## src/rtl/atcu_pkg.sv

```systemverilog
// Package: shared bit positions and reset values of the timer control unit.
// Assumes an 8-bit control byte; positions are fixed by software decoding.
package atcu_pkg;
    localparam int          CTRL_W        = 8;
    localparam int          CLR_LO_BIT    = 4;      // clears ports 0 and 1
    localparam int          CLR_HI_BIT    = 5;      // clears ports 2 and 3
    localparam int          ROM_SEL_BIT   = 7;      // boot ROM visible
    localparam logic [7:0]  CTRL_RST_VAL  = 8'h80;
endpackage

```

## src/rtl/atcu_ctrl_reg.sv

```systemverilog
// Control byte register. Stores the byte written to the control address,
// derives per-timer enables and their 0-to-1 edges, the one-cycle port clear
// pulses and the boot ROM select. Assumes N_PORT is even: the lower half of
// the ports clears with one bit, the upper half with the other.
module atcu_ctrl_reg
    import atcu_pkg::*;
#(
    parameter int N_TMR  = 3,
    parameter int N_PORT = 4
) (
    input  logic              clk,
    input  logic              rst_n,
    input  logic              ctrl_we,
    input  logic [CTRL_W-1:0] ctrl_wdata,
    output logic [CTRL_W-1:0] ctrl_q,
    output logic [N_TMR-1:0]  tmr_en,
    output logic [N_TMR-1:0]  tmr_rise,
    output logic [N_PORT-1:0] port_clr,
    output logic              boot_rom_sel
);
    localparam int HALF = N_PORT / 2;

    // Purpose: hold the control byte, reset to boot ROM visible.
    always_ff @(posedge clk) begin
        if (!rst_n)       ctrl_q <= CTRL_RST_VAL;
        else if (ctrl_we) ctrl_q <= ctrl_wdata;
    end

    // Purpose: per-timer enable and its rising edge caused by this write.
    always_comb begin
        tmr_en   = ctrl_q[N_TMR-1:0];
        tmr_rise = {N_TMR{ctrl_we}} & ctrl_wdata[N_TMR-1:0] & ~ctrl_q[N_TMR-1:0];
    end

    // Purpose: one-cycle clear pulse per port, registered after the write.
    genvar p;
    generate
        for (p = 0; p < N_PORT; p++) begin : g_clr
            localparam int SRC_BIT = (p < HALF) ? CLR_LO_BIT : CLR_HI_BIT;
            always_ff @(posedge clk) begin
                if (!rst_n) port_clr[p] <= 1'b0;
                else        port_clr[p] <= ctrl_we & ctrl_wdata[SRC_BIT];
            end
        end
    endgenerate

    // Purpose: memory overlay select follows the stored bit.
    assign boot_rom_sel = ctrl_q[ROM_SEL_BIT];
endmodule

```

## src/rtl/atcu_timer.sv

```systemverilog
// One interval timer channel. Holds its period register, an internal count
// and a small event counter. A zero period means 2**CNT_W ticks. An enable
// edge clears the state; a read clear empties the event counter but keeps an
// event that lands in the same cycle. Assumes CNT_W <= DATA_W.
module atcu_timer #(
    parameter int DATA_W = 8,
    parameter int CNT_W  = 8,
    parameter int OUT_W  = 4
) (
    input  logic              clk,
    input  logic              rst_n,
    input  logic              tick,
    input  logic              en,
    input  logic              en_rise,
    input  logic              tgt_we,
    input  logic [DATA_W-1:0] tgt_wdata,
    input  logic              rd_clr,
    output logic [CNT_W-1:0]  cnt_q,
    output logic [OUT_W-1:0]  out_q
);
    localparam int PW = CNT_W + 1;

    logic [CNT_W-1:0] cmp_q;
    logic [PW-1:0]    period;
    logic [PW-1:0]    cnt_inc;
    logic             step;
    logic             hit;

    // Purpose: period register, written straight from the bus.
    always_ff @(posedge clk) begin
        if (!rst_n)      cmp_q <= '0;
        else if (tgt_we) cmp_q <= tgt_wdata[CNT_W-1:0];
    end

    // Purpose: effective period and the compare of the next count.
    always_comb begin
        period  = (cmp_q == '0) ? PW'(1 << CNT_W) : {1'b0, cmp_q};
        cnt_inc = {1'b0, cnt_q} + PW'(1);
        step    = en & tick;
        hit     = step & (cnt_inc == period);
    end

    // Purpose: internal count, cleared on enable edge, frozen when idle.
    always_ff @(posedge clk) begin
        if (!rst_n)       cnt_q <= '0;
        else if (en_rise) cnt_q <= '0;
        else if (hit)     cnt_q <= '0;
        else if (step)    cnt_q <= cnt_inc[CNT_W-1:0];
    end

    // Purpose: event counter with read clear that keeps a coincident event.
    always_ff @(posedge clk) begin
        if (!rst_n)       out_q <= '0;
        else if (en_rise) out_q <= '0;
        else if (rd_clr)  out_q <= OUT_W'(hit);
        else if (hit)     out_q <= out_q + OUT_W'(1);
    end
endmodule

```

## src/rtl/atcu_rd_mux.sv

```systemverilog
// Read port multiplexer. Returns the event counter addressed by rd_addr,
// zero-extended to the data width, or zero for any other address.
// Assumes the counter addresses are consecutive from OUT_BASE.
module atcu_rd_mux #(
    parameter int                 N_TMR    = 3,
    parameter int                 ADDR_W   = 8,
    parameter int                 DATA_W   = 8,
    parameter int                 OUT_W    = 4,
    parameter logic [ADDR_W-1:0]  OUT_BASE = 'hFD
) (
    input  logic                        rd_en,
    input  logic [ADDR_W-1:0]           rd_addr,
    input  logic [N_TMR-1:0][OUT_W-1:0] out_all,
    output logic [DATA_W-1:0]           rd_data
);
    // Purpose: select the addressed counter; other addresses read zero.
    always_comb begin
        rd_data = '0;
        for (int i = 0; i < N_TMR; i++) begin
            if (rd_en && rd_addr == ADDR_W'(OUT_BASE + i))
                rd_data = DATA_W'(out_all[i]);
        end
    end
endmodule

```

## src/rtl/audio_timer_unit.sv

```systemverilog
// Top of the audio processor timer and control unit. Decodes byte writes to
// the control and period addresses and reads of the event counters, and
// instantiates one timer channel per tick input. Assumes tick[i] is a
// one-cycle enable from an external prescaler in the same clock domain.
module audio_timer_unit
    import atcu_pkg::*;
#(
    parameter int                 N_TMR     = 3,
    parameter int                 ADDR_W    = 8,
    parameter int                 DATA_W    = 8,
    parameter int                 CNT_W     = 8,
    parameter int                 OUT_W     = 4,
    parameter int                 N_PORT    = 4,
    parameter logic [ADDR_W-1:0]  CTRL_ADDR = 'hF1,
    parameter logic [ADDR_W-1:0]  TGT_BASE  = 'hFA,
    parameter logic [ADDR_W-1:0]  OUT_BASE  = 'hFD
) (
    input  logic              clk,
    input  logic              rst_n,
    input  logic              wr_en,
    input  logic [ADDR_W-1:0] wr_addr,
    input  logic [DATA_W-1:0] wr_data,
    input  logic              rd_en,
    input  logic [ADDR_W-1:0] rd_addr,
    output logic [DATA_W-1:0] rd_data,
    input  logic [N_TMR-1:0]  tick,
    output logic [N_PORT-1:0] port_clr,
    output logic              boot_rom_sel
);
    logic                        ctrl_we;
    logic [CTRL_W-1:0]           ctrl_q;
    logic [N_TMR-1:0]            tmr_en;
    logic [N_TMR-1:0]            tmr_rise;
    logic [N_TMR-1:0]            tgt_we;
    logic [N_TMR-1:0]            rd_clr;
    logic [N_TMR-1:0][CNT_W-1:0] cnt_all;
    logic [N_TMR-1:0][OUT_W-1:0] out_all;

    // Purpose: control address decode.
    assign ctrl_we = wr_en && (wr_addr == CTRL_ADDR);

    atcu_ctrl_reg #(
        .N_TMR  (N_TMR),
        .N_PORT (N_PORT)
    ) u_ctrl (
        .clk          (clk),
        .rst_n        (rst_n),
        .ctrl_we      (ctrl_we),
        .ctrl_wdata   (wr_data[CTRL_W-1:0]),
        .ctrl_q       (ctrl_q),
        .tmr_en       (tmr_en),
        .tmr_rise     (tmr_rise),
        .port_clr     (port_clr),
        .boot_rom_sel (boot_rom_sel)
    );

    genvar i;
    generate
        for (i = 0; i < N_TMR; i++) begin : g_tmr
            // Purpose: per-channel period write and counter read decode.
            assign tgt_we[i] = wr_en && (wr_addr == ADDR_W'(TGT_BASE + i));
            assign rd_clr[i] = rd_en && (rd_addr == ADDR_W'(OUT_BASE + i));

            atcu_timer #(
                .DATA_W (DATA_W),
                .CNT_W  (CNT_W),
                .OUT_W  (OUT_W)
            ) u_tmr (
                .clk       (clk),
                .rst_n     (rst_n),
                .tick      (tick[i]),
                .en        (tmr_en[i]),
                .en_rise   (tmr_rise[i]),
                .tgt_we    (tgt_we[i]),
                .tgt_wdata (wr_data),
                .rd_clr    (rd_clr[i]),
                .cnt_q     (cnt_all[i]),
                .out_q     (out_all[i])
            );
        end
    endgenerate

    atcu_rd_mux #(
        .N_TMR    (N_TMR),
        .ADDR_W   (ADDR_W),
        .DATA_W   (DATA_W),
        .OUT_W    (OUT_W),
        .OUT_BASE (OUT_BASE)
    ) u_rd (
        .rd_en   (rd_en),
        .rd_addr (rd_addr),
        .out_all (out_all),
        .rd_data (rd_data)
    );
endmodule

```

## config.mk

```make
export PLATFORM = sky130hd
export DESIGN_NAME = audio_timer_unit
export DESIGN_NICKNAME = d
export VERILOG_FILES = /design/src/rtl/atcu_pkg.sv /design/src/rtl/atcu_ctrl_reg.sv /design/src/rtl/atcu_timer.sv /design/src/rtl/atcu_rd_mux.sv /design/src/rtl/audio_timer_unit.sv
export SDC_FILE = /design/constraint.sdc
export NUM_CORES = 1
export LEC_CHECK = 0
export BUFFER_PORTS_ARGS = -buffer_cell sky130_fd_sc_hd__buf_2
export CAP_MARGIN = 30
export CORE_MARGIN = 3
export CORE_UTILIZATION = 48
export CTS_CLUSTER_DIAMETER = 50
export CTS_CLUSTER_SIZE = 10
export DETAILED_ROUTE_END_ITERATION = 10
export PLACE_DENSITY = 0.67
export SLEW_MARGIN = 40
export SYNTH_ARGS = -nofsm -noshare
export SYNTH_HDL_FRONTEND = slang
export SYNTH_HIERARCHICAL = 1
export SYNTH_SLANG_ARGS = --single-unit
```

## constraint.sdc

```tcl
create_clock -name clk -period 2.5 [get_ports clk]
set_input_delay 0.25 -clock clk [delete_from_list [all_inputs] [get_ports clk]]
set_output_delay 0.25 -clock clk [all_outputs]
set_load 0.03 [all_outputs]
```

==> results of run 1 <==
## cell type report
class | count | share of cell area (%)
multi-input cells | 363 | 57.5
flip-flops and latches | 66 | 29.5
repair buffers | 43 | 5.03
clock buffers | 12 | 3.46
well taps | 102 | 2.85
clock inverters | 4 | 1.12
inverters | 6 | 0.503
## tightest hold or removal path, delay by kind of cell
kind / cells / cell delay, ps
buf+inv: 1 / 110
compound gates: 1 / 50
simple gates: 1 / 90
## routing by layer
metal  up-vias  track usage (%)
met1      1543             25.3
met2        62             28.5
met3         7             3.43
li1       1659                -
met4         0             6.82
met5         -                0
## where the power goes
group / total [mW] / leakage (nW) / switching (mW) / internal, mW
registers: 1.05 / 0.531 / 0.000789 / 1.05
logic: 0.0998 / 1.13 / 0.0625 / 0.0373
clock network: 0.932 / 0.0986 / 0.418 / 0.514
total: 2.08 / 1.76 / 0.481 / 1.60
## registers in the layout, summed over array words and instances, names as in the netlist
register and count:
u_ctrl/ctrl_q 4, g_tmr.u_tmr/cnt_q 24, u_ctrl/port_clr 2, g_tmr.u_tmr/out_q 12, g_tmr.u_tmr/cmp_q 24
## cells in the final DEF (no fill, tap or decap), types with 4 or more instances in the layout
| cell | count |
|---|---|
| nor4_1 | 9 |
| ha_1 | 6 |
| a22oi_1 | 4 |
| xnor2_1 | 27 |
| nand2b_1 | 6 |
| nor3_1 | 7 |
| mux2_4 | 4 |
| o21ai_0 | 6 |
| nor4_2 | 6 |
| nor2b_1 | 33 |
| buf_4 | 4 |
| xor2_1 | 18 |
| nor2_1 | 43 |
| nand3_1 | 22 |
| buf_2 | 39 |
| dfxtp_1 | 66 |
| or3_1 | 9 |
| and3_1 | 12 |
| conb_1 | 4 |
| inv_1 | 6 |
| a21oi_2 | 9 |
| mux2i_1 | 37 |
| clkbuf_8 | 11 |
| nand2_1 | 40 |
## stage by stage
stage	power (mW)	hold slack, ps	cell area (um^2)	utilization, %
after global routing	2.16	201	4480	56.2
after floorplan	1.13	312	4050	-
after global placement	1.17	451	4270	53.6
final	2.08	203	4480	56.2
after detailed placement	1.18	459	4270	53.6
after CTS	2.11	183	4480	56.2
## worst max path at each step
stage | start | end | slack [ps] | cells after the start
after detailed placement | g_tmr[1].u_tmr/cnt_q[0]$_SDFFE_PP0P_ | g_tmr[1].u_tmr/out_q[0]$_SDFFE_PP0P_ | 350 | 7
after floorplan | g_tmr[0].u_tmr/cnt_q[0]$_SDFFE_PP0P_ | g_tmr[0].u_tmr/out_q[0]$_SDFFE_PP0P_ | 570 | 6
after CTS | g_tmr[1].u_tmr/cnt_q[0]$_SDFFE_PP0P_ | g_tmr[1].u_tmr/out_q[0]$_SDFFE_PP0P_ | 350 | 7
final | g_tmr[1].u_tmr/cnt_q[0]$_SDFFE_PP0P_ | g_tmr[1].u_tmr/out_q[0]$_SDFFE_PP0P_ | 290 | 7
after global placement | g_tmr[2].u_tmr/cnt_q[0]$_SDFFE_PP0P_ | g_tmr[2].u_tmr/out_q[0]$_SDFFE_PP0P_ | 480 | 6
after global routing | g_tmr[0].u_tmr/cnt_q[0]$_SDFFE_PP0P_ | g_tmr[0].u_tmr/out_q[0]$_SDFFE_PP0P_ | 160 | 7
==> results.txt, run 1 <==
The run finished with clean final reports. The fill cell total of the finished layout is 748. The post-synthesis cell count came out at 457.

In this run the critical register-to-register path is launched from g_tmr[1].u_tmr/cnt_q[0]$_SDFFE_PP0P_. For hold timing, the worst endpoint is g_tmr[2].u_tmr/cnt_q[1]$_SDFFE_PP0P_. The number of input and output port buffers inserted is 39. The post-detailed-route count of antenna-violating nets is 0. The uppermost layer routed is met4. The number of diodes came out at 0.

For the worst-skew pair, the clock arrives at the later sink with an insertion delay of 340 ps. In this run the tightest slew margin relative to its limit is 57.3%. In the detailed route, the total length drawn on met3 is 296 um. The CTS clock-pin slew for the worst setup and hold paths came out at 70 ps. The sum of negative setup slack is 0 ps. Summing all multi-input logic gate instances after layout gives 2580 um^2. The number of hold buffers added after CTS was 0. The effective utilization at floorplan is 50.7%. In this design, the stage delay of the slowest critical-path cell is 430 ps. Data on the critical path is required at its endpoint by 2730 ps.

The total clock buffers created by CTS is 9. The data arrival time of the worst path came out at 2440 ps. The number of cells on the worst reg-to-reg path is 7.

The number of max-cap violations came out at 0. The maximum vdd drop came out at 0.273 mV. The endpoint identified for the worst register-to-register timing path is g_tmr[1].u_tmr/out_q[0]$_SDFFE_PP0P_. The total routed wirelength is 8650 um. The maximum buffer depth of the clock tree came out at 2. The slowest stage of the critical path belongs to the cell dfxtp_1. The weighted congestion reported at the end of routability-driven placement is 0.823. The number of remaining DRC errors is 0. The depth of the worst hold-timing path is 3.

The number of iterations in the first detailed-routing pass is 4. The via count of the routed design is 3271. Across the routed clock network, the largest skew measured is 9.17 ps.

For the pin with the worst max-slew slack, the measured transition is 635 ps. In the final routed layout, each cell accounts on average for 14.5 um. Summing all flip-flop and latch instances after layout gives 1320 um^2.

The total die area came out at 9560 um^2. Measured along the x axis, the die boundary spans 97.8 um. The post-route worst setup slack is 287 ps. The number of buffers and inverters on the critical path is 0.

The number of standard cells in the layout, taps in and fillers out is 596. The floorplan has 32 rows. After detailed routing, the number of vias per cell comes to 5.49.

The root buffer cell chosen for the clock tree is clkbuf_8. The per-instance average area after synthesis is 8.84 um^2. The category of the most critical setup path is reg -> reg.

Detailed placement finished with a half-perimeter wire length of 6430 um. In this run the static leakage power is 1.76 nW. After the last flow step, the layout net total stands at 526. The pre-CTS setup slack is 351 ps.

The number of antenna violations at the first check in global routing is 0. The Yosys step of the flow raised 6 warnings. The total number of H-tree levels is 3.

The tightest min-delay check is of the in -> reg type. TritonCTS built the clock tree. Setup repair after global routing left no endpoint under its margin. The worst register-to-register path has a setup slack of 290 ps.

The final max-slew violation count is 0. The count of endpoints failing hold in the final timing report is 0. The core area is 7970 um^2. After layout, the worst path uses 88.5% of the clock period. The ratio of cells with drive above 1 in the final layout came out at 21.9%.

Clock tree synthesis found a total of 66 sinks. The initial DRC count came out at 102. The power density normalized to cell area is 465 nW/um^2. The critical path goes through ha_1, nand3_2, o31ai_1, o311ai_0, o21ai_2, nand2_4, mux2_4. The number of endpoints failing setup at the final stage is 0. The endpoint kind of the worst setup timing path is a register.

The timing-limited maximum frequency came out at 0.452 GHz. The shortest period the worst path allows came out at 2210 ps. Pin placement for this block handled 44 I/O pins. Across every metal layer, demand over resource in global routing totals 18.3%.

Compared with the post-synthesis result, the final layout area differs by 10.8%. The met2 routed wirelength came out at 3980 um. Broken down by cell family, the worst path's largest delay share belongs to compound AO/OA/AOI/OAI gates. The number of placed instances with taps included came out at 580. The first global-routing pass estimated 14500 um of wire.

The critical-path maximum fanout is 8. The wire length on met1 is 4290 um. The launch instance of the worst min-delay path is tick[2]. The remaining global-route overflow is 0. The type of origin of the critical path is a register. The maximum number of pins on one net before global-route repair came out at 34. The number of cells upsized or downsized after cts is 0.

The die span in y is 97.8 um. The post-CTS setup repair buffer count came out at 0. The number of global-route vias before repair is 3055.

The post-synth design cell area is 4040 um^2.
No activity file was read; power rests on OpenSTA's default activity.
==> run 2, diff against run 1 <==
--- a/config.mk
+++ b/config.mk
@@ -9,6 +9,7 @@
 export CAP_MARGIN = 30
 export CORE_MARGIN = 3
 export CORE_UTILIZATION = 48
+export CTS_BUF_LIST = sky130_fd_sc_hd__clkbuf_16
 export CTS_CLUSTER_DIAMETER = 50
 export CTS_CLUSTER_SIZE = 10
 export DETAILED_ROUTE_END_ITERATION = 10
==> run 2 against run 1 <==
Effect of this change:
- die area did not move
- register-to-register slack barely moved
- via count rose by 0.52%
- sequential power barely moved
- fmax barely moved
- combinational power barely moved
- utilization rose by 1.0 points
- largest power group is now clock
- highest routed layer unchanged
- critical endpoint unchanged
- global-route usage barely moved
- worst setup slack improved by 1.3 ps
==> results.txt, run 2 (synthesis gave the netlist of run 1 again) <==
The total routed wirelength came out at 8770 um. The design internal power came out at 1.85 mW. The placed instance area came out at 4270 um^2. The combined global-route utilization of all metal layers is 18.3%. The number of global-route vias before repair came out at 3097. The weighted congestion reported at the end of routability-driven placement is 0.823. The critical path contains buffers and inverters numbering 0 combined. The clock group share of total power came out at 51.1%. The number of iterations in the first detailed-routing pass is 6.

Walking the worst path, the cells encountered are ha_1, nand3_2, o31ai_1, o311ai_0, o21ai_2, nand2_4, mux2_4. The detailed placement HPWL came out at 6430 um. The switching power is 512 uW. The run finished with clean final reports. The number of endpoints failing setup at the final stage came out at 0. The die span in y is 97.8 um. The CTS clock-pin slew for the worst setup and hold paths came out at 50 ps. The net count reported at finish is 526.

The endpoint kind of the worst setup timing path is a register. For the pin with the worst max-slew slack, the measured transition is 674 ps. The most common cell after layout, fill and taps aside is dfxtp_1.

The switching fraction of total power is 21.7%. The via count of the routed design came out at 3288. The sum of negative setup slack came out at 0 ps. The number of top-level design ports came out at 44. Using the TritonRoute via totals, the vias-per-cell ratio works out to 5.52.

The total area of multi-input combinational cells came out at 2580 um^2. The timing-limited maximum frequency is 0.452 GHz. The post-detailed-route count of antenna-violating nets is 0. The maximum vdd drop is 0.400 mV. The core area came out at 7970 um^2. The cell type group with the largest total delay on the critical path is compound AO/OA/AOI/OAI gates.

The total clock buffers created by CTS came out at 9. The count of cells along the worst register-to-register path came out at 7. The maximum buffer depth of the clock tree came out at 2. The initial DRC count came out at 96.

The worst register-to-register path ends at g_tmr[1].u_tmr/out_q[0]$_SDFFE_PP0P_. The post-CTS setup repair buffer count came out at 0. Tracing the worst setup path back leads to its startpoint at g_tmr[1].u_tmr/cnt_q[0]$_SDFFE_PP0P_. For this run, the share of the core covered by cells in the final layout is 57.2%. Setup repair after global routing left no endpoint under its margin. Following the worst setup path forward leads to its endpoint at g_tmr[1].u_tmr/out_q[0]$_SDFFE_PP0P_. The clock tree skew after final layout came out at 6.99 ps.

The post-route standard cell area excluding fillers is 4560 um^2. The register-to-register path setup slack is 290 ps. The sequential cell area came out at 1320 um^2.

The total number of H-tree levels came out at 3. Of all nets on the critical path, the largest fanout is 8. The source-to-sink clock delay at the later pin of the worst-skew pair is 320 ps. The repair_antennas step left the layout with diodes totalling 0. After layout, the worst path uses 88.5% of the clock period. The cts-stage hold buffer count is 0. The shortest period the worst path allows is 2210 ps. The total die area is 9560 um^2.

Relative to the synthesized area, the layout overhead comes to 12.8%. The largest registers in the layout are g_tmr.u_tmr/cmp_q x24, g_tmr.u_tmr/cnt_q x24, g_tmr.u_tmr/out_q x12. STA classifies the critical path startpoint as a register. The cell with the largest stage delay on the worst path is dfxtp_1. The category of the most critical setup path is reg -> reg.

The final routed wire length divided by cell count is 14.7 um. The clock root buffer is clkbuf_16. In this run, the combinational gates consume 4.2% of the power. The ratio of cells with drive above 1 in the final layout is 21.5%. The worst register-to-register path begins at g_tmr[1].u_tmr/cnt_q[0]$_SDFFE_PP0P_. For this configuration, the core starts out at a cell density of 50.7%. The required time reported for the critical path endpoint is 2700 ps.

The fill cell total of the finished layout came out at 749. For this run, the slowest stage of the critical path takes 420 ps. The number of antenna violations at the first check in global routing is 0. Clock tree synthesis found a total of 66 sinks. The top cell types in the final layout, fill and taps aside, are dfxtp_1 (66), nor2_1 (43), nand2_1 (40). The count of endpoints failing hold in the final timing report is 0. The overall die width came out at 97.8 um.

The relative slew slack is 54.7%. TritonCTS built the clock tree. The data arrival time of the worst path came out at 2410 ps. The standard-cell row count came out at 32. The number of max-cap violations came out at 0. For this design the static power due to leakage is 1.80 nW. The critical path crosses 7 cells after its start point. The power density normalized to cell area came out at 518 nW/um^2. The number of input and output port buffers inserted came out at 39. The worst hold path belongs to the class in -> reg.

The first global-routing pass estimated 14600 um of wire. The share of power burned in registers is 44.6%. The maximum number of pins on one net before global-route repair is 34. The number of remaining DRC errors is 0. In this run, post-CTS repair resized a total of 0 instances. Summed over all layers, the global routing overflow is 0. The final max-slew violation count came out at 0.
## run 2: cell types whose count changed in the layout (fill, tap and decap cells not counted), sizes merged
cell,before,now
inv,6,7
clkinv,1,3
clkbuf,12,9
## run 2: worst min-delay path by stage
stage,from,to,cells after the start
4_1_cts,wr_data[7],u_ctrl/ctrl_q[7]$_SDFFE_PN1P_,3
6_report,tick[2],g_tmr[2].u_tmr/cnt_q[1]$_SDFFE_PP0P_,3
3_5_place_dp,u_ctrl/ctrl_q[7]$_SDFFE_PN1P_,u_ctrl/ctrl_q[7]$_SDFFE_PN1P_,2
5_1_grt,tick[2],g_tmr[2].u_tmr/cnt_q[1]$_SDFFE_PP0P_,3
2_1_floorplan,rst_n,u_ctrl/ctrl_q[7]$_SDFFE_PN1P_,1
3_3_place_gp,u_ctrl/ctrl_q[7]$_SDFFE_PN1P_,u_ctrl/ctrl_q[7]$_SDFFE_PN1P_,2
## run 2: power by group through the flow
stage / clock network, mW / registers [mW] / logic [mW]
finish: 1.21 / 1.05 / 0.100
global route: 1.27 / 1.05 / 0.110
CTS: 1.23 / 1.05 / 0.100
detailed placement: 0 / 1.08 / 0.0998
global placement: 0 / 1.08 / 0.0974
floorplan: 0 / 1.08 / 0.0497
## run 2: layout make-up
type                    instances  area share, %
clock buffers                   9           4.94
clock inverters                 7           1.34
inverters                       6          0.494
multi-input cells             363           56.5
flip-flops and latches         66           29.0
well taps                     102           2.80
repair buffers                 43           4.94
## run 2: metrics by stage
stage	cells	power (mW)	hold slack (ps)	setup slack, ps
3_3_place_gp	580	1.17	451	475
2_1_floorplan	460	1.13	312	568
6_report	596	2.36	224	288
5_1_grt	596	2.44	234	162
4_1_cts	596	2.39	212	349
3_5_place_dp	580	1.18	459	351
## run 2: metal layers
| layer | vias up | global-route usage, % | wire length [um] |
|---|---|---|---|
| met2 | 55 | 29.4 | 4050 |
| met5 | - | 0 | 0 |
| li1 | 1660 | - | - |
| met1 | 1563 | 25.2 | 4330 |
| met4 | 0 | 6.18 | 117 |
| met3 | 10 | 3.00 | 269 |
## run 2: worst register-to-register path, delay by kind of cell (launching register included)
kind,cells,cell delay (ps)
AOI/OAI and AO/OA,3,800
adders and majority gates,1,310
DFF,1,420
muxes,1,300
and+or+nand+nor,2,280
==> run 3, diff against run 2 <==
--- a/config.mk
+++ b/config.mk
@@ -8,12 +8,12 @@
 export BUFFER_PORTS_ARGS = -buffer_cell sky130_fd_sc_hd__buf_2
 export CAP_MARGIN = 30
 export CORE_MARGIN = 3
-export CORE_UTILIZATION = 48
+export CORE_UTILIZATION = 59
 export CTS_BUF_LIST = sky130_fd_sc_hd__clkbuf_16
 export CTS_CLUSTER_DIAMETER = 50
 export CTS_CLUSTER_SIZE = 10
 export DETAILED_ROUTE_END_ITERATION = 10
-export PLACE_DENSITY = 0.67
+export PLACE_DENSITY = 0.8
 export SLEW_MARGIN = 40
 export SYNTH_ARGS = -nofsm -noshare
 export SYNTH_HDL_FRONTEND = slang
==> run 3 against run 2 <==
Effect of this change:
- cell count shrank 4.2%
- global-route usage grew 5.9 points
- utilization grew 12 points
- sequential share of layout area grew 0.20 points
- fmax shrank 0.22%
- critical endpoint is now g_tmr[2].u_tmr/out_q[0]$_SDFFE_PP0P_
- sequential cell count is the same
==> results.txt, run 3 (synthesis gave the netlist of run 1 again) <==
The initial DRC count came out at 129. The post-CTS setup repair buffer count is 0. Net switching is 21.5% of the power. The required time reported for the critical path endpoint is 2710 ps. The total number of H-tree levels is 3. In the final layout, the registers with the most flip-flops are g_tmr.u_tmr/cmp_q x24, g_tmr.u_tmr/cnt_q x24, g_tmr.u_tmr/out_q x12. The effective utilization at floorplan is 62.2%. The die is 88.8 um wide. Across the run, the number of max-cap violations was 0. The via count of the routed design came out at 3333. The core occupancy in the finished layout came out at 69.7%. For this design, the CTS-stage hold fixing added 0 buffers. TritonCTS built the clock tree.

The number of antenna violations at the first check in global routing came out at 0. The maximum buffer depth of the clock tree came out at 2. During I/O placement, the number of pins put on the boundary was 44. The relative slew slack came out at 61.2%.

The number of global-route vias before repair came out at 3263. The die span in y came out at 88.8 um. The combinational power share came out at 4.3%.

The detail-routed via count per cell is 5.84. The number of iterations in the first detailed-routing pass is 4. The total area of multi-input combinational cells is 2580 um^2. Summed over all cells, the static leakage comes to 1.81 nW. The ratio of cells with drive above 1 in the final layout came out at 21.9%. The total clock buffers created by CTS is 9.

The run finished with clean final reports. The number of placed instances with taps included came out at 555. In the layout the commonest cells are dfxtp_1 (66), nor2_1 (43), nand2_1 (40). The count of endpoints failing hold in the final timing report came to 0. The fill cell total of the finished layout is 518. The number of cells upsized or downsized after cts came out at 0. The first global-routing pass estimated 14800 um of wire. Setup repair after global routing left no endpoint under its margin.

The post-detailed-route count of antenna-violating nets came out at 0. The timing-limited maximum frequency is 0.451 GHz. The final clock period utilization by the worst path came out at 88.7%.

The number of diodes is 0. After detailed routing, the total wire length is 8810 um. Setup violations remaining at the end of the flow were counted as 0. The worst setup path is captured at a register. The detailed placement HPWL is 6470 um.

The number of remaining DRC errors came out at 0. Entering global routing, the biggest net connects 34 pins. The most common cell after layout, fill and taps aside is dfxtp_1.

The sum of negative setup slack came out at 0 ps. In this run the core area contains 29 standard-cell rows. The net count reported at finish came out at 526.

The CTS clock-pin slew for the worst setup and hold paths came out at 60 ps. The kind of path behind the tightest hold check is in -> reg. The core area is 6490 um^2. In this run the worst path has a maximum fanout of 8. The shortest period the worst path allows came out at 2220 ps. The total die area came out at 7880 um^2. For the pin with the worst max-slew slack, the measured transition is 577 ps.

The type of origin of the critical path is a register. The final max-slew violation count is 0. Across the whole layout, storage elements account for 1320 um^2. The later pin in the worst-skew pair is clocked with a latency of 330 ps. The clock tree skew after final layout came out at 6.36 ps. The total overflow left after global routing is 0. The category of the most critical setup path is reg -> reg. The design internal power is 1.85 mW. The switching power is 507 uW.

The number of sinks on the clock net is 66. Of the total power, the clock network draws 51.0%. The maximum vdd drop came out at 0.491 mV. The data arrival time of the worst path came out at 2430 ps. The share of power burned in registers came out at 44.7%.

In the final routed layout, each cell accounts on average for 15.4 um. In this run the power density over the cells is 520 nW/um^2. The post-synthesis to final-layout area growth came out at 12.1%. Global routing used 24.3% of the available tracks across all layers. The number of standard cells in the layout, taps in and fillers out came out at 571. The number of input and output port buffers inserted is 39. The root buffer cell chosen for the clock tree is clkbuf_16.

The weighted congestion reported at the end of routability-driven placement came out at 0.845.
==> run 3: changes by cell type in the layout (fill, tap and decap cells not counted) <==
| cell | change |
|---|---|
| clkinv_1 | -2 |
| clkinv_2 | +3 |
| clkinvlp_4 | -1 |
==> run 3: final cells by class <==
type | instances | area share, %
multi-input combinational | 363 | 56.9
sequential | 66 | 29.2
clock buffer | 9 | 4.97
timing repair buffer | 43 | 4.97
tap | 77 | 2.13
clock inverter | 7 | 1.35
inverter | 6 | 0.497
==> run 3: power groups by stage <==
stage / combinational (mW) / clock [mW] / sequential, mW
final: 0.101 / 1.20 / 1.05
after global routing: 0.111 / 1.28 / 1.05
after CTS: 0.101 / 1.22 / 1.05
after detailed placement: 0.0997 / 0 / 1.08
after global placement: 0.0967 / 0 / 1.08
after floorplan: 0.0497 / 0 / 1.08
==> run 3: worst paths after layout <==
kind	slack [ps]	start	depth (start not counted)	endpoint
hold / removal	220	tick[0]	3	g_tmr[0].u_tmr/cnt_q[1]$_SDFFE_PP0P_
setup / recovery	280	g_tmr[2].u_tmr/cnt_q[0]$_SDFFE_PP0P_	7	g_tmr[2].u_tmr/out_q[0]$_SDFFE_PP0P_
setup reg to reg	280	g_tmr[2].u_tmr/cnt_q[0]$_SDFFE_PP0P_	7	g_tmr[2].u_tmr/out_q[0]$_SDFFE_PP0P_
hold reg to reg	480	g_tmr[0].u_tmr/out_q[3]$_SDFFE_PP0P_	2	g_tmr[0].u_tmr/out_q[3]$_SDFFE_PP0P_
==> run 3: metrics by stage <==
step	hold slack, ps	power (mW)	cell area, um^2	setup slack, ps
3_5_place_dp	477	1.18	4240	383
2_1_floorplan	312	1.13	4050	568
5_1_grt	220	2.44	4530	160
3_3_place_gp	458	1.17	4240	500
4_1_cts	216	2.38	4530	307
6_report	222	2.36	4530	283
==> run 3: layer usage <==
layer / part of all wire, % / wire length [um] / track usage, % / vias to the layer above
met5: 0 / 0 / 0 / -
met4: 1.7 / 150 / 8.52 / 0
met3: 6.0 / 531 / 6.80 / 18
met2: 48 / 4210 / 40.1 / 101
met1: 44 / 3920 / 30.2 / 1543
li1: - / - / - / 1671
==> run 3: worst max-delay path: stages (launching register included) <==
cell,delay [ps]
dfxtp_1,420
ha_1,300
nand3_2,190
o31ai_1,330
o311ai_0,220
o21ai_2,270
nand2_4,80
mux2_4,300
